$ cat config.mk
export PLATFORM = sky130hd
export DESIGN_NAME = gpio_port
export DESIGN_NICKNAME = d
export VERILOG_FILES = /design/src/rtl/gpio_pkg.sv /design/src/rtl/gpio_sync.sv /design/src/rtl/gpio_regfile.sv /design/src/rtl/gpio_pin_cell.sv /design/src/rtl/gpio_port.sv
export SDC_FILE = /design/constraint.sdc
export NUM_CORES = 1
export LEC_CHECK = 0
export BUFFER_PORTS_ARGS = -buffer_cell sky130_fd_sc_hd__buf_2
export CORE_MARGIN = 2
export CORE_UTILIZATION = 49
export CTS_CLUSTER_SIZE = 14
export DETAILED_ROUTE_END_ITERATION = 16
export PLACE_DENSITY_LB_ADDON = 0.12
export SLEW_MARGIN = 30
export SYNTH_ARGS = -nofsm -noshare
export SYNTH_HDL_FRONTEND = slang
export SYNTH_HIERARCHICAL = 1
export SYNTH_SLANG_ARGS = --single-unit
$ cat constraint.sdc
create_clock -name clk -period 1.2 [get_ports clk]
set_clock_uncertainty 0.05 [all_clocks]
set_input_delay 0.06 -clock clk [delete_from_list [all_inputs] [get_ports clk]]
set_output_delay 0.06 -clock clk [all_outputs]
set_load 0.01 [all_outputs]
$ cat src/rtl/gpio_pkg.sv
package gpio_pkg;

    parameter int PORT_W      = 8;
    parameter int ADDR_W      = 3;
    parameter int SYNC_STAGES = 2;
    parameter int ALT_SRCS    = 3;
    localparam int SEL_W      = $clog2(ALT_SRCS + 1);

    localparam logic [ADDR_W-1:0] ADDR_DATA = 3'd0;
    localparam logic [ADDR_W-1:0] ADDR_DIR  = 3'd1;
    localparam logic [ADDR_W-1:0] ADDR_OD   = 3'd2;
    localparam logic [ADDR_W-1:0] ADDR_PSEL = 3'd3;
    localparam logic [ADDR_W-1:0] ADDR_PEN  = 3'd4;
    localparam logic [ADDR_W-1:0] ADDR_SLO  = 3'd5;
    localparam logic [ADDR_W-1:0] ADDR_SHI  = 3'd6;

    typedef struct packed {
        logic [PORT_W-1:0] data;
        logic [PORT_W-1:0] dir;
        logic [PORT_W-1:0] od;
        logic [PORT_W-1:0] psel;
        logic [PORT_W-1:0] pen;
        logic [PORT_W-1:0] sel_lo;
        logic [PORT_W-1:0] sel_hi;
    } port_regs_t;

endpackage

$ cat src/rtl/gpio_sync.sv
module gpio_sync #(
    parameter int W      = 8,
    parameter int STAGES = 2
) (
    input  logic         clk,
    input  logic         rst_n,
    input  logic [W-1:0] async_i,
    output logic [W-1:0] sync_o
);

    logic [STAGES-1:0][W-1:0] chain_d, chain_q;

    always_comb begin
        chain_d[0] = async_i;
        for (int i = 1; i < STAGES; i++) begin
            chain_d[i] = chain_q[i-1];
        end
    end

    always_ff @(posedge clk or negedge rst_n) begin
        if (!rst_n) chain_q <= '0;
        else        chain_q <= chain_d;
    end

    assign sync_o = chain_q[STAGES-1];

endmodule

$ cat src/rtl/gpio_regfile.sv
module gpio_regfile
    import gpio_pkg::*;
#(
    parameter bit HAS_ALT = 1'b1
) (
    input  logic              clk,
    input  logic              rst_n,
    input  logic              wr_en_i,
    input  logic              rd_en_i,
    input  logic [ADDR_W-1:0] addr_i,
    input  logic [PORT_W-1:0] wdata_i,
    input  logic [PORT_W-1:0] pin_sync_i,
    output port_regs_t        regs_o,
    output logic [PORT_W-1:0] rdata_o
);

    typedef struct packed {
        port_regs_t        regs;
        logic [PORT_W-1:0] rdata;
    } rf_state_t;

    rf_state_t         st_d, st_q;
    logic [PORT_W-1:0] rd_val;

    always_comb begin
        rd_val = '0;
        unique case (addr_i)
            ADDR_DATA: rd_val = HAS_ALT ? ((st_q.regs.dir & st_q.regs.data) |
                                           (~st_q.regs.dir & pin_sync_i))
                                        : pin_sync_i;
            ADDR_DIR:  rd_val = st_q.regs.dir;
            ADDR_OD:   rd_val = HAS_ALT ? st_q.regs.od : '0;
            ADDR_PSEL: rd_val = st_q.regs.psel;
            ADDR_PEN:  rd_val = st_q.regs.pen;
            ADDR_SLO:  rd_val = HAS_ALT ? st_q.regs.sel_lo : '0;
            ADDR_SHI:  rd_val = HAS_ALT ? st_q.regs.sel_hi : '0;
            default:   rd_val = '0;
        endcase
    end

    always_comb begin
        st_d = st_q;
        if (rd_en_i) st_d.rdata = rd_val;
        if (wr_en_i) begin
            unique case (addr_i)
                ADDR_DATA: st_d.regs.data = wdata_i;
                ADDR_DIR:  st_d.regs.dir  = wdata_i;
                ADDR_OD:   if (HAS_ALT) st_d.regs.od = wdata_i;
                ADDR_PSEL: st_d.regs.psel = wdata_i;
                ADDR_PEN:  st_d.regs.pen  = wdata_i;
                ADDR_SLO:  if (HAS_ALT) st_d.regs.sel_lo = wdata_i;
                ADDR_SHI:  if (HAS_ALT) st_d.regs.sel_hi = wdata_i;
                default:   ;
            endcase
        end
    end

    always_ff @(posedge clk or negedge rst_n) begin
        if (!rst_n) st_q <= '0;
        else        st_q <= st_d;
    end

    assign regs_o  = st_q.regs;
    assign rdata_o = st_q.rdata;


    dir_wr_chk: assert property (@(posedge clk) disable iff (!rst_n)
        (wr_en_i && addr_i == ADDR_DIR) |=> (regs_o.dir == $past(wdata_i)));


    rd_old_chk: assert property (@(posedge clk) disable iff (!rst_n)
        (rd_en_i && wr_en_i && addr_i == ADDR_DIR) |=> (rdata_o == $past(regs_o.dir)));


    hole_wr_chk: assert property (@(posedge clk) disable iff (!rst_n)
        (wr_en_i && addr_i == 3'd7) |=> $stable(regs_o));

endmodule

$ cat src/rtl/gpio_pin_cell.sv
module gpio_pin_cell
    import gpio_pkg::*;
#(
    parameter bit HAS_ALT = 1'b1
) (
    input  logic                data_i,
    input  logic                dir_i,
    input  logic                od_i,
    input  logic                psel_i,
    input  logic                pen_i,
    input  logic [SEL_W-1:0]    code_i,
    input  logic [ALT_SRCS-1:0] alt_i,
    output logic                out_o,
    output logic                oe_o,
    output logic                pu_o,
    output logic                pd_o
);

    logic [ALT_SRCS:0] srcs;
    logic              src;

    assign srcs = {alt_i, data_i};

    generate
        if (HAS_ALT) begin : g_bidir
            always_comb begin
                src = srcs[code_i];
                if (od_i) begin
                    out_o = 1'b0;
                    oe_o  = dir_i & ~src;
                end else begin
                    out_o = src;
                    oe_o  = dir_i;
                end
            end
        end else begin : g_inonly
            always_comb begin
                src   = 1'b0;
                out_o = 1'b0;
                oe_o  = 1'b0;
            end
        end
    endgenerate

    always_comb begin
        pu_o = pen_i & psel_i;
        pd_o = pen_i & ~psel_i;
    end

endmodule

$ cat src/rtl/gpio_port.sv
module gpio_port
    import gpio_pkg::*;
#(
    parameter bit HAS_ALT = 1'b1
) (
    input  logic              clk,
    input  logic              rst_n,
    input  logic              wr_en_i,
    input  logic              rd_en_i,
    input  logic [ADDR_W-1:0] addr_i,
    input  logic [PORT_W-1:0] wdata_i,
    output logic [PORT_W-1:0] rdata_o,
    input  logic [PORT_W-1:0] alt1_i,
    input  logic [PORT_W-1:0] alt2_i,
    input  logic [PORT_W-1:0] alt3_i,
    input  logic [PORT_W-1:0] pin_i,
    output logic [PORT_W-1:0] pad_out_o,
    output logic [PORT_W-1:0] pad_oe_o,
    output logic [PORT_W-1:0] pad_pu_o,
    output logic [PORT_W-1:0] pad_pd_o
);

    port_regs_t        regs;
    logic [PORT_W-1:0] pin_sync;

    gpio_sync #(.W(PORT_W), .STAGES(SYNC_STAGES)) i_sync (
        .clk     (clk),
        .rst_n   (rst_n),
        .async_i (pin_i),
        .sync_o  (pin_sync)
    );

    gpio_regfile #(.HAS_ALT(HAS_ALT)) i_regfile (
        .clk        (clk),
        .rst_n      (rst_n),
        .wr_en_i    (wr_en_i),
        .rd_en_i    (rd_en_i),
        .addr_i     (addr_i),
        .wdata_i    (wdata_i),
        .pin_sync_i (pin_sync),
        .regs_o     (regs),
        .rdata_o    (rdata_o)
    );

    generate
        for (genvar p = 0; p < PORT_W; p++) begin : g_pin
            gpio_pin_cell #(.HAS_ALT(HAS_ALT)) i_cell (
                .data_i (regs.data[p]),
                .dir_i  (regs.dir[p]),
                .od_i   (regs.od[p]),
                .psel_i (regs.psel[p]),
                .pen_i  (regs.pen[p]),
                .code_i ({regs.sel_hi[p], regs.sel_lo[p]}),
                .alt_i  ({alt3_i[p], alt2_i[p], alt1_i[p]}),
                .out_o  (pad_out_o[p]),
                .oe_o   (pad_oe_o[p]),
                .pu_o   (pad_pu_o[p]),
                .pd_o   (pad_pd_o[p])
            );
        end
    endgenerate


    pull_excl_chk: assert property (@(posedge clk) disable iff (!rst_n)
        ((pad_pu_o & pad_pd_o) == '0));


    od_low_chk: assert property (@(posedge clk) disable iff (!rst_n)
        ((regs.od & pad_out_o) == '0));

    generate
        if (!HAS_ALT) begin : g_inonly_chk

            inonly_oe_chk: assert property (@(posedge clk) disable iff (!rst_n)
                (pad_oe_o == '0 && pad_out_o == '0));
        end
    endgenerate

endmodule

Yosys cells after proc, flatten, opt, wreduce, memory -nomap -nowiden
Index checks and enable logic that the tools add are counted.
{ "totals": {"ff_bits": 80, "latch_bits": 0, "ramBits": 0, "out_inout_bits": 40, "romBits": 0, "in_bits": 47, "word_cells": 109, "mem_count": 0} }
{ "classes": {"n_reduce_logical": 8, "n_div": 0, "n_lt_le_gt_ge": 8, "multipliers": 0, "shift": 0, "n_addsub": 0, "n_eq_ne": 6, "bitwise_logic": 44, "muxes": 33} }
{ "op_table": {"columns": ["operator", "n"], "rows": [
  ["8-bit one-hot mux with 7 select lines", 1],
  ["1-bit bitwise AND", 24],
  ["2-bit by 3-bit less-than comparator with 1-bit output, second input constant", 8],
  ["1-bit two-way mux", 24],
  ["8-bit bitwise AND", 2],
  ["1-bit binary-select mux with 2-bit select", 8],
  ["1-bit inverter", 16],
  ["2-bit AND reduction", 7],
  ["3-bit == test, second input constant", 3],
  ["8-bit inverter", 1],
  ["8-bit OR", 1],
  ["3-bit by 2-bit == test with 1-bit output, second input constant", 2],
  ["3-bit by 1-bit == test with 1-bit output, second input constant", 1],
  ["3-bit logical NOT", 1]
]} }

Logic depth before layout (Yosys ltp)
Gate-level depths: netlist of the first run.
{ "depth": {"ltp_word": 5, "mapped_depth": 7, "depth_no_buf": 4} }

Hierarchy
Netlist of the first run, hierarchy kept.
{ "by_module_without_submodules": {"columns": ["module", "instances", "area_per_inst_um2", "seq_area_each_um2", "cells_per_inst"], "rows": [
  ["gpio_regfile", 1, 3047.9, 1601.5, 224],
  ["gpio_sync", 1, 400.4, 400.4, 16],
  ["gpio_pin_cell", 8, 48.8, 0.0, 5]
]} }

Worst setup path before layout of the first run
OpenSTA, ideal clock, no wires.
{ "synth_timing": {"path_kind": "reg-to-reg", "from": "reg i_regfile.st_q (netlist bit i_regfile/regs_o[13])", "to": "reg i_regfile.st_q (netlist bit i_regfile/rdata_o[5])", "t_required_ns": 1.029, "path_stages_with_launch": 5, "arrival_ns": 1.094, "path_slack_ns": -0.065, "setup_time_ns": 0.121, "n_path_buf": 0, "synth_period_minus_slack_ns": 1.265, "cell_sequence": "dfrtp_1 mux2_2 a221oi_1 a31oi_1 o22a_1"} }
{ "synth_via": {"elab_chain_len": 1} }
{ "synth_rtl": {"columns": ["item", "line_no", "source"], "rows": [
  ["from (decl)", "gpio_regfile.sv:22", "rf_state_t st_d, st_q;"],
  ["from (signal assigned)", "gpio_regfile.sv:60", "else st_q <= st_d;"],
  ["8-bit one-hot mux with 7 select lines", "gpio_regfile.sv:27", "unique case (addr_i)"]
]} }
Every way passes these cells.
A chain may end at the register's enable or synchronous reset.

Worst setup path after layout of the first run
{ "layout_timing": {"from": "reg i_regfile.st_q (netlist bit i_regfile/regs_o[14])", "to": "out pad_out_o[6]"} }
{ "layout_via": {"elab_chain_len": 3} }
{ "layout_rtl": {"columns": ["item", "line_no", "source"], "rows": [
  ["1-bit binary-select mux with 2-bit select", "gpio_pin_cell.sv:27", "src = srcs[code_i];"],
  ["1-bit two-way mux (not written as such)", "gpio_pin_cell.sv:27", null],
  ["1-bit two-way mux", "gpio_pin_cell.sv:28", "if (od_i) begin"],
  ["to (decl)", "gpio_port.sv:17", "output logic [PORT_W-1:0] pad_out_o,"]
]} }
Every way passes these cells. The select of a mux whose other input is x is not followed.

==> impl_metrics.py, run 1 <==
metrics = {
    "clock_network": {
        "path_clk_slew_ns": 0.08,
        "cts.sinks": 80,
        "tritoncts": "yes",
        "cts_root_buf": "clkbuf_8",
        "worstSkewPairLatency_ns": 0.33,
        "clock_path_buffers": 2,
        "htree_num_levels": 3,
        "cts_buffers": 9,
    },
    "floorplanning": {
        "start_util": 0.502,
        "dieHeight_um": 92.5,
        "row_count": 32,
        "die_w_um": 92.5,
        "die-area_um2": 8560,
        "io-pin-count": 87,
        "coreArea_um2": 7650,
    },
    "sta": {
        "hold_viol": 0,
        "min_period_over_period": 1.37,
        "holdWs_ns": 0.0126,
        "rsz0062_at_grt": "true",
        "setup_viol": 23,
        "min_period_ns": 1.64,
        "slew_viol_final": 0,
        "max_slew_margin": 0.808,
        "max_freq_mhz": 609,
        "setup_tns_ns": -7.20,
        "worst_pin_slew_ns": 0.289,
        "layout_setup_ws_ns": -0.443,
    },
    "yosys": {
        "synth_compound_area_frac": 0.0896,
        "avgSynthCellArea_um2": 13.7,
        "yosysUniqueCellTypes": 41,
        "ys_seq_area_frac": 0.522,
        "async_flop_share": 1.00,
        "ys_ff_latch": 80,
        "synthCells": 280,
        "synth-edff-count": 0,
        "muxShareOfSynthArea": 0.256,
        "synth_nets": 327,
        "synth_top_family_by_area": "multiplexers",
        "yosys_warnings": 6,
        "synthSimpleGateAreaFrac": 0.104,
        "synthXorXnorAreaFrac": 0,
        "syn_area_um2": 3840,
        "synth_ff_type": "dfrtp_1",
        "synthAdderAreaFrac": 0,
    },
    "power": {
        "power_leakage_nw": 2.54,
        "p_per_area_nw_per_um2": 1610,
        "p_comb_frac": 0.295,
        "p_sw_w": 0.00237,
        "p_int_w": 0.00641,
        "p_clk_frac": 0.293,
        "switching_share": 0.270,
        "peakVddDrop_mv": 1.03,
        "pwr-share-seq": 0.412,
    },
    "detailed_routing": {
        "drc": 0,
        "via_per_inst": 5.22,
        "initialDrtViolationCount": 153,
        "drt_wl_total_um": 9440,
        "ant_nets": 0,
        "vias": 2873,
        "first_pass_iters": 4,
        "avgRoutedWirePerCell_um": 17.2,
    },
    "critical_path": {
        "path_cells": "mux4_2, nor2b_1, buf_2",
        "worst_path_max_delay_cell": "mux4_2",
        "required_ns": 1.09,
        "start_kind": "register",
        "cp_max_fo": 2,
        "critPathMaxStageDelay_ns": 0.54,
        "end_kind": "primary output",
        "path_class": "reg -> out",
        "worstPathArrival_ns": 1.53,
    },
    "global_routing": {
        "grt-ovfl-total": 0,
        "grt_pass1_wl_um": 15200,
        "grtUsageMet3": 0.0366,
        "antenna_found_initial": 0,
        "grt_use_met2": 0.377,
        "gr-usage-met1": 0.326,
        "busiest_layer": "met2",
        "grt_usage": 0.233,
        "first_global_vias": 2948,
        "grt_max_degree": 34,
    },
    "cells_and_area": {
        "layout-drive-gt1-share": 0.603,
        "fin_nets": 490,
        "utilization": 0.711,
        "antenna_cells": 0,
        "syn_to_final_growth_pct": 41.7,
        "final_area_um2": 5440,
    },
    "status": {
        "violations": "negative setup slack",
        "outcome": "complete, but fails checks",
    },
    "place": {
        "io_buffers": 86,
        "postPlaceCellArea_um2": 4880,
        "pre_cts_slack_ns": -0.183,
        "dpl.hpwl_um": 7060,
        "gp_congestion": 0.838,
    },
    "run": {
        "cap_violations": 0,
    },
    "worst_hold_path": {
        "hold_path_class": "in -> reg",
    },
}
==> cells in the final DEF (no fill, tap or decap), types with 8 or more instances in the layout <==
cell and n:
buf_6 13, dlygate4sd3_1 12, dfrtp_1 80, buf_4 55
mux4_2 8, mux2_2 57, a21boi_2 8, clkbuf_8 10
mux2i_1 13, buf_2 79, nor2b_1 18
==> final cells by class <==
| class | count | area (µm²) |
|---|---|---|
| fillers | 548 | 2210 |
| well taps | 102 | 128 |
| clock inverters | 5 | 128 |
| repair buffers | 164 | 1170 |
| flip-flops and latches | 80 | 2000 |
| inverters | 3 | 11.3 |
| multi-input cells | 185 | 1850 |
| clock buffers | 11 | 141 |
==> what timing repair did <==
action                                  in CTS  in global routing
endpoints found under the hold margin       99                  0
pin swaps                                   13                  7
endpoints found under the setup margin      28                 34
resized for setup                           15                 16
hold buffers                                12                  0
setup buffers                                2                  3
==> state kept, by name, indices dropped and copies added, names as in the netlist <==
signal / cells
i_regfile/rdata_o: 8
i_regfile/regs_o: 56
i_sync/chain_d: 8
i_sync/sync_o: 8
==> final timing paths <==
path,start,to,slack [ns],cells after the start
min reg2reg,i_sync/chain_d[12],i_sync/sync_o[4],0.30,0
min in group asynchronous,rst_n,i_sync/sync_o[5],0.05,2
max in group asynchronous,rst_n,i_sync/chain_d[14],0.58,3
max,i_regfile/regs_o[14],pad_out_o[6],-0.44,3
max reg2reg,i_regfile/regs_o[9],i_regfile/rdata_o[1],-0.22,5
min,wdata_i[3],i_regfile/regs_o[43],0.01,2
==> routing by layer <==
layer / vias to the layer above / share of wire
li1: 1370 / -
met1: 1428 / 0.45
met2: 69 / 0.50
met3: 6 / 0.042
met4: 0 / 0.0080
met5: - / 0
==> through the flow <==
step,std cells,power (W)
floorplan,280,0.00489
global placement,519,0.00590
detailed placement,519,0.00597
CTS,548,0.00872
global route,550,0.00923
finish,550,0.00878
==> cells in the mapped netlist (all sizes together) (2+ instances only) <==
cell type	instances	area [µm²]
nor2b	23	159
nand2	4	15.0
o21ai	4	20.0
inv	3	11.3
mux2i	15	150
a22o	3	26.3
a22oi	5	37.5
a31oi	3	18.8
a31o	2	17.5
buf	11	95.1
dfrtp	80	2000
mux4	8	180
nor2	4	15.0
mux2	58	653
nand3	3	25.0
and2	8	50.1
a21boi	8	60.1
o221ai	7	61.3
o22ai	3	18.8
a21oi	6	30.0
nor3	4	42.5
nand2b	6	45.0
==> kinds of logic after synthesis <==
family	count (synthesis)
buffers and inverters	15
AOI/OAI and AO/OA	47
DFF	80
and+or+nand+nor	57
muxes	81
==> power groups by stage <==
stage               Sequential [W]  Clock [W]  Combinational, W
floorplan                  0.00358          0           0.00131
global placement           0.00363          0           0.00227
detailed placement         0.00364          0           0.00233
CTS                        0.00361    0.00263           0.00248
global route               0.00369    0.00275           0.00279
finish                     0.00362    0.00257           0.00259
==> critical path: cells and delay by family, from the launching register on <==
| kind | cells | cell delay [ns] |
|---|---|---|
| buf+inv | 1 | 0.13 |
| flops | 1 | 0.39 |
| mux | 1 | 0.54 |
| simple gates | 1 | 0.14 |
No activity file was read; power rests on OpenSTA's default activity.
==> run 2: changes to the inputs <==
--- a/config.mk
+++ b/config.mk
@@ -10,7 +10,10 @@
 export CORE_UTILIZATION = 49
 export CTS_CLUSTER_SIZE = 14
 export DETAILED_ROUTE_END_ITERATION = 16
+export GPL_TIMING_DRIVEN = 1
+export HOLD_SLACK_MARGIN = 0.15
 export PLACE_DENSITY_LB_ADDON = 0.12
+export SETUP_SLACK_MARGIN = 0.4
 export SLEW_MARGIN = 30
 export SYNTH_ARGS = -nofsm -noshare
 export SYNTH_HDL_FRONTEND = slang
==> run 2 against run 1 <==
  * The run still ends with negative setup slack left
  * Global-route usage up 3.4 points
  * Non-clock buffer count up 22
  * Clock power down 28%
  * Critical path type unchanged
  * Power up 4.2%
  * Final area up 11%
  * Sequential power up 1%
  * Worst hold slack worse by 0.0091 ns
  * Die area unchanged
  * Worst setup slack worse by 0.096 ns
  * Sequential share of layout area down 3.5 points
  * Via count up 7.0%
  * Register-to-register slack worse by 0.11 ns
==> impl_metrics.py, run 2 (synthesis results as in run 1) <==
metrics = {
    "detailed_routing": {
        "via_per_inst": 5.39,
        "drc": 0,
        "drt_wl_total_um": 11100,
        "initialDrtViolationCount": 108,
        "avgRoutedWirePerCell_um": 19.4,
        "ant_nets": 0,
        "first_pass_iters": 4,
        "vias": 3075,
    },
    "critical_path": {
        "path_class": "reg -> out",
        "required_ns": 1.09,
        "end_kind": "primary output",
        "start_kind": "register",
        "worstPathArrival_ns": 1.63,
        "cp_max_fo": 2,
    },
    "cells_and_area": {
        "syn_to_final_growth_pct": 56.9,
        "antenna_cells": 0,
        "fin_nets": 512,
        "utilization": 0.788,
        "final_cell_mix": "76 x dfrtp_1, 69 x buf_2, 64 x buf_6",
        "nFillCells": 446,
        "layout-drive-gt1-share": 0.656,
        "largest_reg_flops": 56,
        "final_common_cell": "dfrtp_1",
        "final_cells": 570,
    },
    "sta": {
        "max_freq_mhz": 575,
        "setup_tns_ns": -8.46,
        "min_period_ns": 1.74,
        "layout_setup_ws_ns": -0.539,
        "setup_viol": 26,
        "max_slew_margin": 0.759,
        "worst_pin_slew_ns": 0.362,
        "hold_viol": 0,
        "min_period_over_period": 1.45,
        "slew_viol_final": 0,
        "rsz0062_at_grt": "true",
    },
    "power": {
        "power_leakage_nw": 2.93,
        "fin_total_pwr_w": 0.00914,
        "peakVddDrop_mv": 0.839,
        "p_per_area_nw_per_um2": 1520,
    },
    "global_routing": {
        "grt_max_degree": 28,
        "grt_pass1_wl_um": 17200,
        "grt_usage": 0.267,
        "first_global_vias": 3245,
        "antenna_found_initial": 0,
        "grt-ovfl-total": 0,
    },
    "worst_hold_path": {
        "hold_path_class": "in -> reg",
    },
    "floorplanning": {
        "coreArea_um2": 7650,
        "die_w_um": 92.5,
        "io-pin-count": 87,
        "die-area_um2": 8560,
        "dieHeight_um": 92.5,
        "start_util": 0.502,
        "row_count": 32,
    },
    "place": {
        "gp_congestion": 0.835,
        "dp.cells": 510,
        "io_buffers": 86,
        "pre_cts_slack_ns": -0.160,
        "dpl.hpwl_um": 6930,
    },
    "clock_network": {
        "cts_buffers": 9,
        "worstSkewPairLatency_ns": 0.35,
        "cts.sinks": 80,
        "path_clk_slew_ns": 0.08,
        "cts_root_buf": "clkbuf_8",
        "htree_num_levels": 3,
        "clock_path_buffers": 2,
        "hold_buffers": 9,
        "tritoncts": "yes",
    },
    "status": {
        "outcome": "complete, but fails checks",
        "violations": "negative setup slack",
    },
    "run": {
        "cap_violations": 0,
    },
}
[run 2: cell count changes in the layout (fill, tap and decap cells not counted), sizes merged]
cell / previous run / this run
dlygate4sd3: 12 / 9
bufinv: 4 / 1
clkinv: 0 / 2
buf: 152 / 177
clkbuf: 11 / 10
[run 2: critical path, cell delays in order, from the launching register on]
cell and delay [ns]:
dfrtp_1 0.40, mux4_2 0.56, a21boi_2 0.16, buf_2 0.15
[run 2: layout make-up]
cell class / count / area, µm² / area share
clock buffer: 10 / 128 / 0.0212
clock inverter: 4 / 47.5 / 0.00789
inverter: 3 / 11.3 / 0.00187
multi-input combinational: 185 / 2140 / 0.355
sequential: 80 / 2010 / 0.333
tap: 102 / 128 / 0.0212
timing repair buffer: 186 / 1560 / 0.259
[run 2: worst paths after layout]
| kind | startpoint | end | slack [ns] | depth (start not counted) |
|---|---|---|---|---|
| setup / recovery | i_regfile/regs_o[14] | pad_oe_o[6] | -0.54 | 3 |
| hold / removal | wdata_i[1] | i_regfile/regs_o[49] | 0.003 | 2 |
| setup reg to reg | i_regfile/regs_o[9] | i_regfile/rdata_o[1] | -0.33 | 6 |
| hold reg to reg | i_sync/chain_d[8] | i_sync/sync_o[0] | 0.30 | 0 |
| max in group asynchronous | rst_n | i_sync/chain_d[10] | 0.49 | 3 |
| min in group asynchronous | rst_n | i_sync/chain_d[8] | 0.12 | 2 |
[run 2: per-stage QoR]
step | hold slack, ns | cell area, µm²
floorplan | -0.286 | 4040
global placement | -0.0519 | 4910
detailed placement | -0.0550 | 4910
CTS | -0.0161 | 5780
global route | -0.00236 | 6020
finish | 0.00345 | 6020
[run 2: repair_timing]
action                     in CTS  in global routing
hold endpoints to repair      149                 74
setup endpoints to repair     104                104
resized for setup             105                 38
setup buffers                  25                 12
pin swaps                      19                  8
[run 2: metal layers]
metal / vias up / global-route usage / wire length [µm] / part of all wire
li1: 1410 / - / - / -
met1: 1560 / 0.351 / 4580 / 0.41
met3: 14 / 0.0529 / 487 / 0.044
met4: 0 / 0.0759 / 161 / 0.015
met5: - / 0 / 0 / 0
met2: 91 / 0.451 / 5830 / 0.53
[run 2: report_power, final]
group | internal [W] | switching, W | leakage (nW)
sequential | 0.00319 | 0.000477 | 0.953
combinational | 0.00237 | 0.00125 | 1.88
clock | 0.000931 | 0.000921 | 0.0880
